[src/rtl/pio_pkg.sv]
package pio_pkg;
  // One strobe per device access, decoded by control and consumed by the datapath
  typedef struct packed {
    logic ledWr;
    logic btnRd;
    logic rxRd;
    logic txWr;
  } ioStrobe_t;
endpackage

[src/rtl/pio_ctrl.sv]
module pio_ctrl
  import pio_pkg::*;
#(
  parameter int PIN_W = 8,
  parameter logic [PIN_W-1:0] LED_PIN = 8'hA6,
  parameter logic [PIN_W-1:0] BTN_PIN = 8'hAA,
  parameter logic [PIN_W-1:0] RX_PIN  = 8'h99,
  parameter logic [PIN_W-1:0] TX_PIN  = 8'hB2
) (
  input  logic             clk,
  input  logic             rstN,
  input  logic             reqValid,
  input  logic             reqWrite,
  input  logic [PIN_W-1:0] pinNum,
  input  logic             rxValid,
  input  logic             txReady,
  output ioStrobe_t        strb,
  output logic             stall
);
  logic hitLed, hitBtn, hitRx, hitTx;

  assign hitLed = (pinNum == LED_PIN);
  assign hitBtn = (pinNum == BTN_PIN);
  assign hitRx  = (pinNum == RX_PIN);
  assign hitTx  = (pinNum == TX_PIN);

  // Each device answers only in its own direction; anything else is a no-op
  always_comb begin
    strb.ledWr = reqValid &  reqWrite & hitLed;
    strb.btnRd = reqValid & ~reqWrite & hitBtn;
    strb.rxRd  = reqValid & ~reqWrite & hitRx;
    strb.txWr  = reqValid &  reqWrite & hitTx;
  end

  // Stall falls in the same cycle the serial handshake completes
  assign stall = (strb.rxRd & ~rxValid) | (strb.txWr & ~txReady);

  a_r8_stall_needs_req: assert property (@(posedge clk) disable iff (!rstN)
    stall |-> reqValid);

  a_r7_mapped_only_stall: assert property (@(posedge clk) disable iff (!rstN)
    (reqValid && !hitRx && !hitTx) |-> !stall);
endmodule

[src/rtl/pio_dpath.sv]
module pio_dpath
  import pio_pkg::*;
#(
  parameter int DATA_W      = 16,
  parameter int BYTE_W      = 8,
  parameter int SYNC_STAGES = 2
) (
  input  logic              clk,
  input  logic              rstN,
  input  ioStrobe_t         strb,
  input  logic [DATA_W-1:0] wrData,
  input  logic              btnIn,
  input  logic [BYTE_W-1:0] rxData,
  output logic [DATA_W-1:0] rdData,
  output logic [DATA_W-1:0] ledOut,
  output logic [BYTE_W-1:0] txData
);
  localparam int PAD_W = DATA_W - BYTE_W;

  logic [SYNC_STAGES-1:0] syncQ;
  logic                   btnSync;

  // LED register
  always_ff @(posedge clk or negedge rstN) begin
    if (!rstN)           ledOut <= '0;
    else if (strb.ledWr) ledOut <= wrData;
  end

  // Button synchronizer chain
  always_ff @(posedge clk or negedge rstN) begin
    if (!rstN) syncQ[0] <= 1'b0;
    else       syncQ[0] <= btnIn;
  end

  generate
    for (genvar s = 1; s < SYNC_STAGES; s++) begin : g_sync
      always_ff @(posedge clk or negedge rstN) begin
        if (!rstN) syncQ[s] <= 1'b0;
        else       syncQ[s] <= syncQ[s-1];
      end
    end
  endgenerate

  assign btnSync = syncQ[SYNC_STAGES-1];

  // Read mux: zero unless a readable device is addressed
  always_comb begin
    rdData = '0;
    if (strb.rxRd)      rdData = {{PAD_W{1'b0}}, rxData};
    else if (strb.btnRd) rdData = {{(DATA_W-1){1'b0}}, btnSync};
  end

  assign txData = wrData[BYTE_W-1:0];

  a_r3_led_hold: assert property (@(posedge clk) disable iff (!rstN)
    !strb.ledWr |=> $stable(ledOut));

  a_r2_led_load: assert property (@(posedge clk) disable iff (!rstN)
    strb.ledWr |=> ledOut == $past(wrData));
endmodule

[src/rtl/pin_io_port.sv]
module pin_io_port
  import pio_pkg::*;
#(
  parameter int DATA_W      = 16,
  parameter int BYTE_W      = 8,
  parameter int PIN_W       = 8,
  parameter int SYNC_STAGES = 2,
  parameter logic [PIN_W-1:0] LED_PIN = 8'hA6,
  parameter logic [PIN_W-1:0] BTN_PIN = 8'hAA,
  parameter logic [PIN_W-1:0] RX_PIN  = 8'h99,
  parameter logic [PIN_W-1:0] TX_PIN  = 8'hB2
) (
  input  logic              clk,
  input  logic              rstN,
  input  logic              reqValid,
  input  logic              reqWrite,
  input  logic [PIN_W-1:0]  pinNum,
  input  logic [DATA_W-1:0] wrData,
  output logic [DATA_W-1:0] rdData,
  output logic              stall,
  input  logic              btnIn,
  output logic [DATA_W-1:0] ledOut,
  input  logic              rxValid,
  input  logic [BYTE_W-1:0] rxData,
  output logic              rxReady,
  output logic              txValid,
  output logic [BYTE_W-1:0] txData,
  input  logic              txReady
);
  ioStrobe_t strb;

  pio_ctrl #(
    .PIN_W(PIN_W), .LED_PIN(LED_PIN), .BTN_PIN(BTN_PIN),
    .RX_PIN(RX_PIN), .TX_PIN(TX_PIN)
  ) ctrl_i (
    .clk(clk), .rstN(rstN), .reqValid(reqValid), .reqWrite(reqWrite),
    .pinNum(pinNum), .rxValid(rxValid), .txReady(txReady),
    .strb(strb), .stall(stall)
  );

  pio_dpath #(
    .DATA_W(DATA_W), .BYTE_W(BYTE_W), .SYNC_STAGES(SYNC_STAGES)
  ) dpath_i (
    .clk(clk), .rstN(rstN), .strb(strb), .wrData(wrData), .btnIn(btnIn),
    .rxData(rxData), .rdData(rdData), .ledOut(ledOut), .txData(txData)
  );

  assign rxReady = strb.rxRd;
  assign txValid = strb.txWr;

  a_r5_rx_done: assert property (@(posedge clk) disable iff (!rstN)
    (rxReady && rxValid) |-> (!stall && rdData == {{(DATA_W-BYTE_W){1'b0}}, rxData}));

  a_r8_one_serial: assert property (@(posedge clk) disable iff (!rstN)
    $onehot0({rxReady, txValid}) && ((rxReady || txValid) -> reqValid));

  a_r6_tx_done: assert property (@(posedge clk) disable iff (!rstN)
    (txValid && txReady) |-> !stall);

  a_r7_unmapped: assert property (@(posedge clk) disable iff (!rstN)
    (reqValid && pinNum != LED_PIN && pinNum != BTN_PIN && pinNum != RX_PIN
     && pinNum != TX_PIN) |-> (!stall && rdData == '0 && !rxReady && !txValid));
endmodule

[config.mk]
export PLATFORM = sky130hd
export DESIGN_NAME = pin_io_port
export DESIGN_NICKNAME = d
export VERILOG_FILES = /design/src/rtl/pio_pkg.sv /design/src/rtl/pio_ctrl.sv /design/src/rtl/pio_dpath.sv /design/src/rtl/pin_io_port.sv
export SDC_FILE = /design/constraint.sdc
export NUM_CORES = 1
export LEC_CHECK = 0
export ABC_AREA = 0
export CAP_MARGIN = 0
export CORE_AREA = 2 2 57 59
export CTS_CLUSTER_SIZE = 25
export DETAILED_ROUTE_END_ITERATION = 8
export DIE_AREA = 0 0 59 61
export GPL_TIMING_DRIVEN = 0
export HOLD_SLACK_MARGIN = 0.06
export PLACE_DENSITY = 0.82
export SLEW_MARGIN = 40
export SYNTH_ARGS = -nofsm -noshare
export SYNTH_HDL_FRONTEND = slang
export SYNTH_SLANG_ARGS = --single-unit
[constraint.sdc]
create_clock -name clk -period 3 [get_ports clk]
set_input_delay 0.9 -clock clk [delete_from_list [all_inputs] [get_ports clk]]
set_output_delay 0.9 -clock clk [all_outputs]
set_load 0.02 [all_outputs]
* Yosys cells after proc, flatten, opt, wreduce, memory -nomap -nowiden
Cells that the tools add are included.
Cells by class: equal/unequal tests 4, muxes and demuxes 2, bitwise logic cells 12
Operators with widths (count):
- $eq 8x8->1 const B | 4
- $and 1x1->1 | 8
- $mux 8 | 1
- $not 1->1 | 3
- $mux 1 | 1
- $or 1x1->1 | 1
Storage, ports and cells: bits in registers 18, input port bits 39, output and inout bits 43, logic and storage cells 21

* Logic depth before layout (Yosys ltp)
depth in word-level cells 5, depth in mapped cells 5, depth with buffers taken out 4

* Hierarchy
From an unflattened synthesis, not the netlist that was laid out.
Second synthesis, totals: cell total of the unflattened synthesis 76, area, all modules 1002.2 um^2
By module, submodules not included:
- pio_dpath | times used 1, cells an instance 63, area an instance 879.6 um^2, sequential area each 450.4 um^2
- pio_ctrl | times used 1, cells an instance 13, area an instance 122.6 um^2, sequential area each 0.0 um^2

* Least setup slack after synthesis
No wires, ideal clock.
kind input to output, start point input pinNum[5], end point output rdData[1], arrival time 1.849 ns, data required time 2.100 ns, path slack 0.251 ns, stages 4, buffers on the path 0, cell sequence nor4bb_1 > nand3_1 > inv_1 > and2_1
On the way: longest elaborated chain between the ends 3
RTL lines:
- start: declaration | line pin_io_port.sv:17 | input logic [PIN_W-1:0] pinNum,
- $eq 8x8->1 | line pio_ctrl.sv:24 | assign hitRx = (pinNum == RX_PIN);
- $and 1x1->1 | line pio_ctrl.sv:31 | strb.rxRd = reqValid & ~reqWrite & hitRx;
- via rxReady | line pin_io_port.sv:25 | output logic rxReady,
- $mux 8 | line pio_dpath.sv:49 | if (strb.rxRd) rdData = {{PAD_W{1'b0}}, rxData};
- end: declaration | line pin_io_port.sv:19 | output logic [DATA_W-1:0] rdData,
The timed path passes the listed nets, and every way through them passes these cells.

* Worst setup path in the final report
start point input wrData[2], end point output txData[2]
RTL lines:
- start: declaration | line pin_io_port.sv:18 | input logic [DATA_W-1:0] wrData,
- end: declaration | line pin_io_port.sv:27 | output logic [BYTE_W-1:0] txData,
No word-level cell between the ends.

==> results by group <==
Pwr
  • Switch share: 0.2381
  • Cell Pwr Density: about 260 nW/um2
  • Power, Total: 496.0 uW
  • VDD IR max: 0.0001763 V
  • Lkg Pwr: approximately 0.93 nW
  • Clock Power Share: 0.220
  • Flop pwr share: 0.511
  • Int Pwr: 377.9 uW
  • Gate power share: 0.269
  • Psw: 118.1 uW

Timing
  • RSZ-0062 raised after global routing: false
  • Clock Skews: 0.00001707 ns
  • Period utilization: 0.9942
  • Final setup fails: 0
  • FMAX: 0.3353 GHz
  • PnR worst setup slack: 0.01727 ns
  • Clock period minus worst slack: just under 3 ns
  • Slew Viols, Final: 0
  • Final hold vios: 0

Drt
  • WL final: between 2000 and 3000 um
  • DR iter-0 viols: 12
  • Pre-antenna DRT Iters: 4
  • DR DRC count: 0
  • Post-route ant nets: 0
  • WL/cell: 13.26 um
  • Vias: 871
  • Avg Vias per Cell: 4.513

Clocking
  • Clock Pin Slew Worst Setup and Hold Paths: 0.09 ns
  • H-tree Lvls: 1
  • Number of clock sinks: 18
  • CTS tree: built
  • Cts hold-fix bufs: 0
  • Max clock buf depth: 2
  • Root Driver: clkbuf_4
  • Clock Latency Late Sink: approximately 0.27 ns
  • Cts bufs inserted: 3

Synthesis
  • Top post-synthesis cells by area: dfrtp_1 46%, mux2_4 15%, buf_4 12%, mux2_2 6.8%, and2_1 4.4%
  • Yosys cell types: 20
  • Cell accounting for the most synthesized area: dfrtp_1
  • Mean Syn Cell Area: approximately 13 um2
  • Yosys reg bits: 18
  • Synth Warn #: 0
  • Yosys top cell area share: 0.4557
  • Netlist area before placement: 988.4 um2
  • Gate Count Post-Synth: 75
  • Register area share after synthesis: 0.4557

Flow run
  • Max Cap Violations: 0

Finish
  • # diodes: 0
  • Multi-input logic area: 460.4 um2
  • Ratio of cells with drive above 1 in the final layout: 0.4000
  • Area Growth Syn to Fin: 89.62%
  • Nets: 201
  • Most frequent cells in the layout: 45 x clkdlybuf4s50_1, 20 x buf_4, 18 x dfrtp_1
  • Commonest non-fill, non-tap cell in the layout: clkdlybuf4s50_1
  • Register area: 450.4 um2
  • Fill cells: 241

Global routing
  • Largest net degree at the start of global routing: 19
  • Global-route wire length before repair: approximately 3800 um
  • Vias in the first global route: a little over 900
  • Initial antenna violation count: 0
  • Total gr overflow: 0
  • GRT Overall Usage: 0.1377

Worst setup path
  • Worst setup EP type: primary output
  • WP data arrival: around 2.1 ns
  • Critical path cell sequence: clkdlybuf4s50_1 > buf_4 > clkdlybuf4s50_1
  • Crit path largest cell delay: 0.59 ns
  • Slowest CP cell: clkdlybuf4s50_1
  • Setup crit start kind: input pin
  • CP most frequent cell: clkdlybuf4s50_1
  • Crit path max fanout: 2
  • WP data required: 2.10 ns
  • Worst Setup Path Type: in -> out

Placement
  • Worst slack, placed: -0.7697 ns
  • Detail Placement HPWL: 2062 um
  • RD Place Congestion: 0.7124
  • Port bufs: 73

Floorplanning
  • Core area: 2953 um2
  • IO Count: 82
  • Die Wd: 59 um
  • Total Die Area: roughly 3600 um2
  • Rows: 20
  • Initial Util: 0.3347
  • Die height: 61 um

Min path
  • Hold/Removal Path Class: reg -> reg

Outcome
  • Status: finished clean
==> power groups by stage <==
stage | Clock, mW | Sequential, mW | Combinational [mW]
2_1_floorplan | 0 | 0.265 | 0.0447
3_3_place_gp | 0 | 0.258 | 0.132
3_5_place_dp | 0 | 0.258 | 0.134
4_1_cts | 0.114 | 0.253 | 0.135
5_1_grt | 0.119 | 0.254 | 0.142
6_report | 0.109 | 0.253 | 0.134
==> registers in the layout, indices dropped and copies added (netlist names) <==
signal / flops
dpath_i.syncQ: 1
dpath_i.btnSync: 1
dpath_i.ledOut: 16
==> critical path: cells and delay by family <==
| family | cells | cell delay, ns |
|---|---|---|
| buf+inv | 3 | 1.18 |
==> per-stage QoR <==
stage               instances    util  hold slack, ns  TNS, ns  area [um2]
floorplan                  82       -          0.3312        0        1015
global placement          188  0.6051          0.3362   -6.615        1787
detailed placement        188  0.6051          0.3396   -7.405        1787
CTS                       193  0.6297          0.3602        0        1859
global route              193  0.6347          0.3695        0        1874
finish                    193  0.6347          0.3555        0        1874
==> repair_timing <==
item / CTS / global route
endpoints found under the hold margin: 0 / 0
pin swaps: 5 / 2
gates resized for setup: 83 / 9
buffers inserted: 2 / 0
endpoints found under the setup margin: 11 / 14
==> final timing paths <==
kind | from | end | slack [ns] | cells past startpoint
max in group asynchronous | rstN | dpath_i.ledOut[11] | 2.20 | 1
max | wrData[2] | txData[2] | 0.02 | 3
min | dpath_i.syncQ[0] | dpath_i.btnSync | 0.36 | 0
max reg2reg | dpath_i.ledOut[11] | dpath_i.ledOut[11] | 2.22 | 1
min in group asynchronous | rstN | dpath_i.ledOut[14] | 0.53 | 1
min reg2reg | dpath_i.syncQ[0] | dpath_i.btnSync | 0.36 | 0
==> cell type report <==
cell class                      count  area share
Clock buffer                        3     0.01202
Inverter                            1    0.004673
Sequential cell                    18      0.2403
Timing Repair Buffer               75      0.3945
Buffer                             18     0.08077
Multi-Input combinational cell     45      0.2457
Tap cell                           33     0.02203
==> metal layers <==
metal	routed length, um	part of all wire	global-route usage
met5	0	0	0
met4	0	0	0.03896
met3	406	0.16	0.05970
met2	1220	0.48	0.2524
met1	931	0.36	0.1436
==> cell usage after synthesis, drive strengths merged <==
cell     n
mux2    16
nand2    1
buf     18
and2b    1
inv      1
o32ai    1
dfrtp   18
nand4b   2
nor4bb   1
conb     1
and2     7
a21boi   1
and4     1
nand3    2
and4bb   3
nor2     1
==> cell families (layout without fill, tap and decap cells) <==
group / Yosys count / in the layout / synth area share
AOI/OAI and AO/OA: 2 / 2 / 0.01646
DFF: 18 / 18 / 0.4557
and+or+nand+nor: 19 / 19 / 0.1468
buffers and inverters: 19 / 97 / 0.1570
other: 1 / 8 / 0.003794
muxes: 16 / 16 / 0.2202
Power figures use the tool's default switching activity.
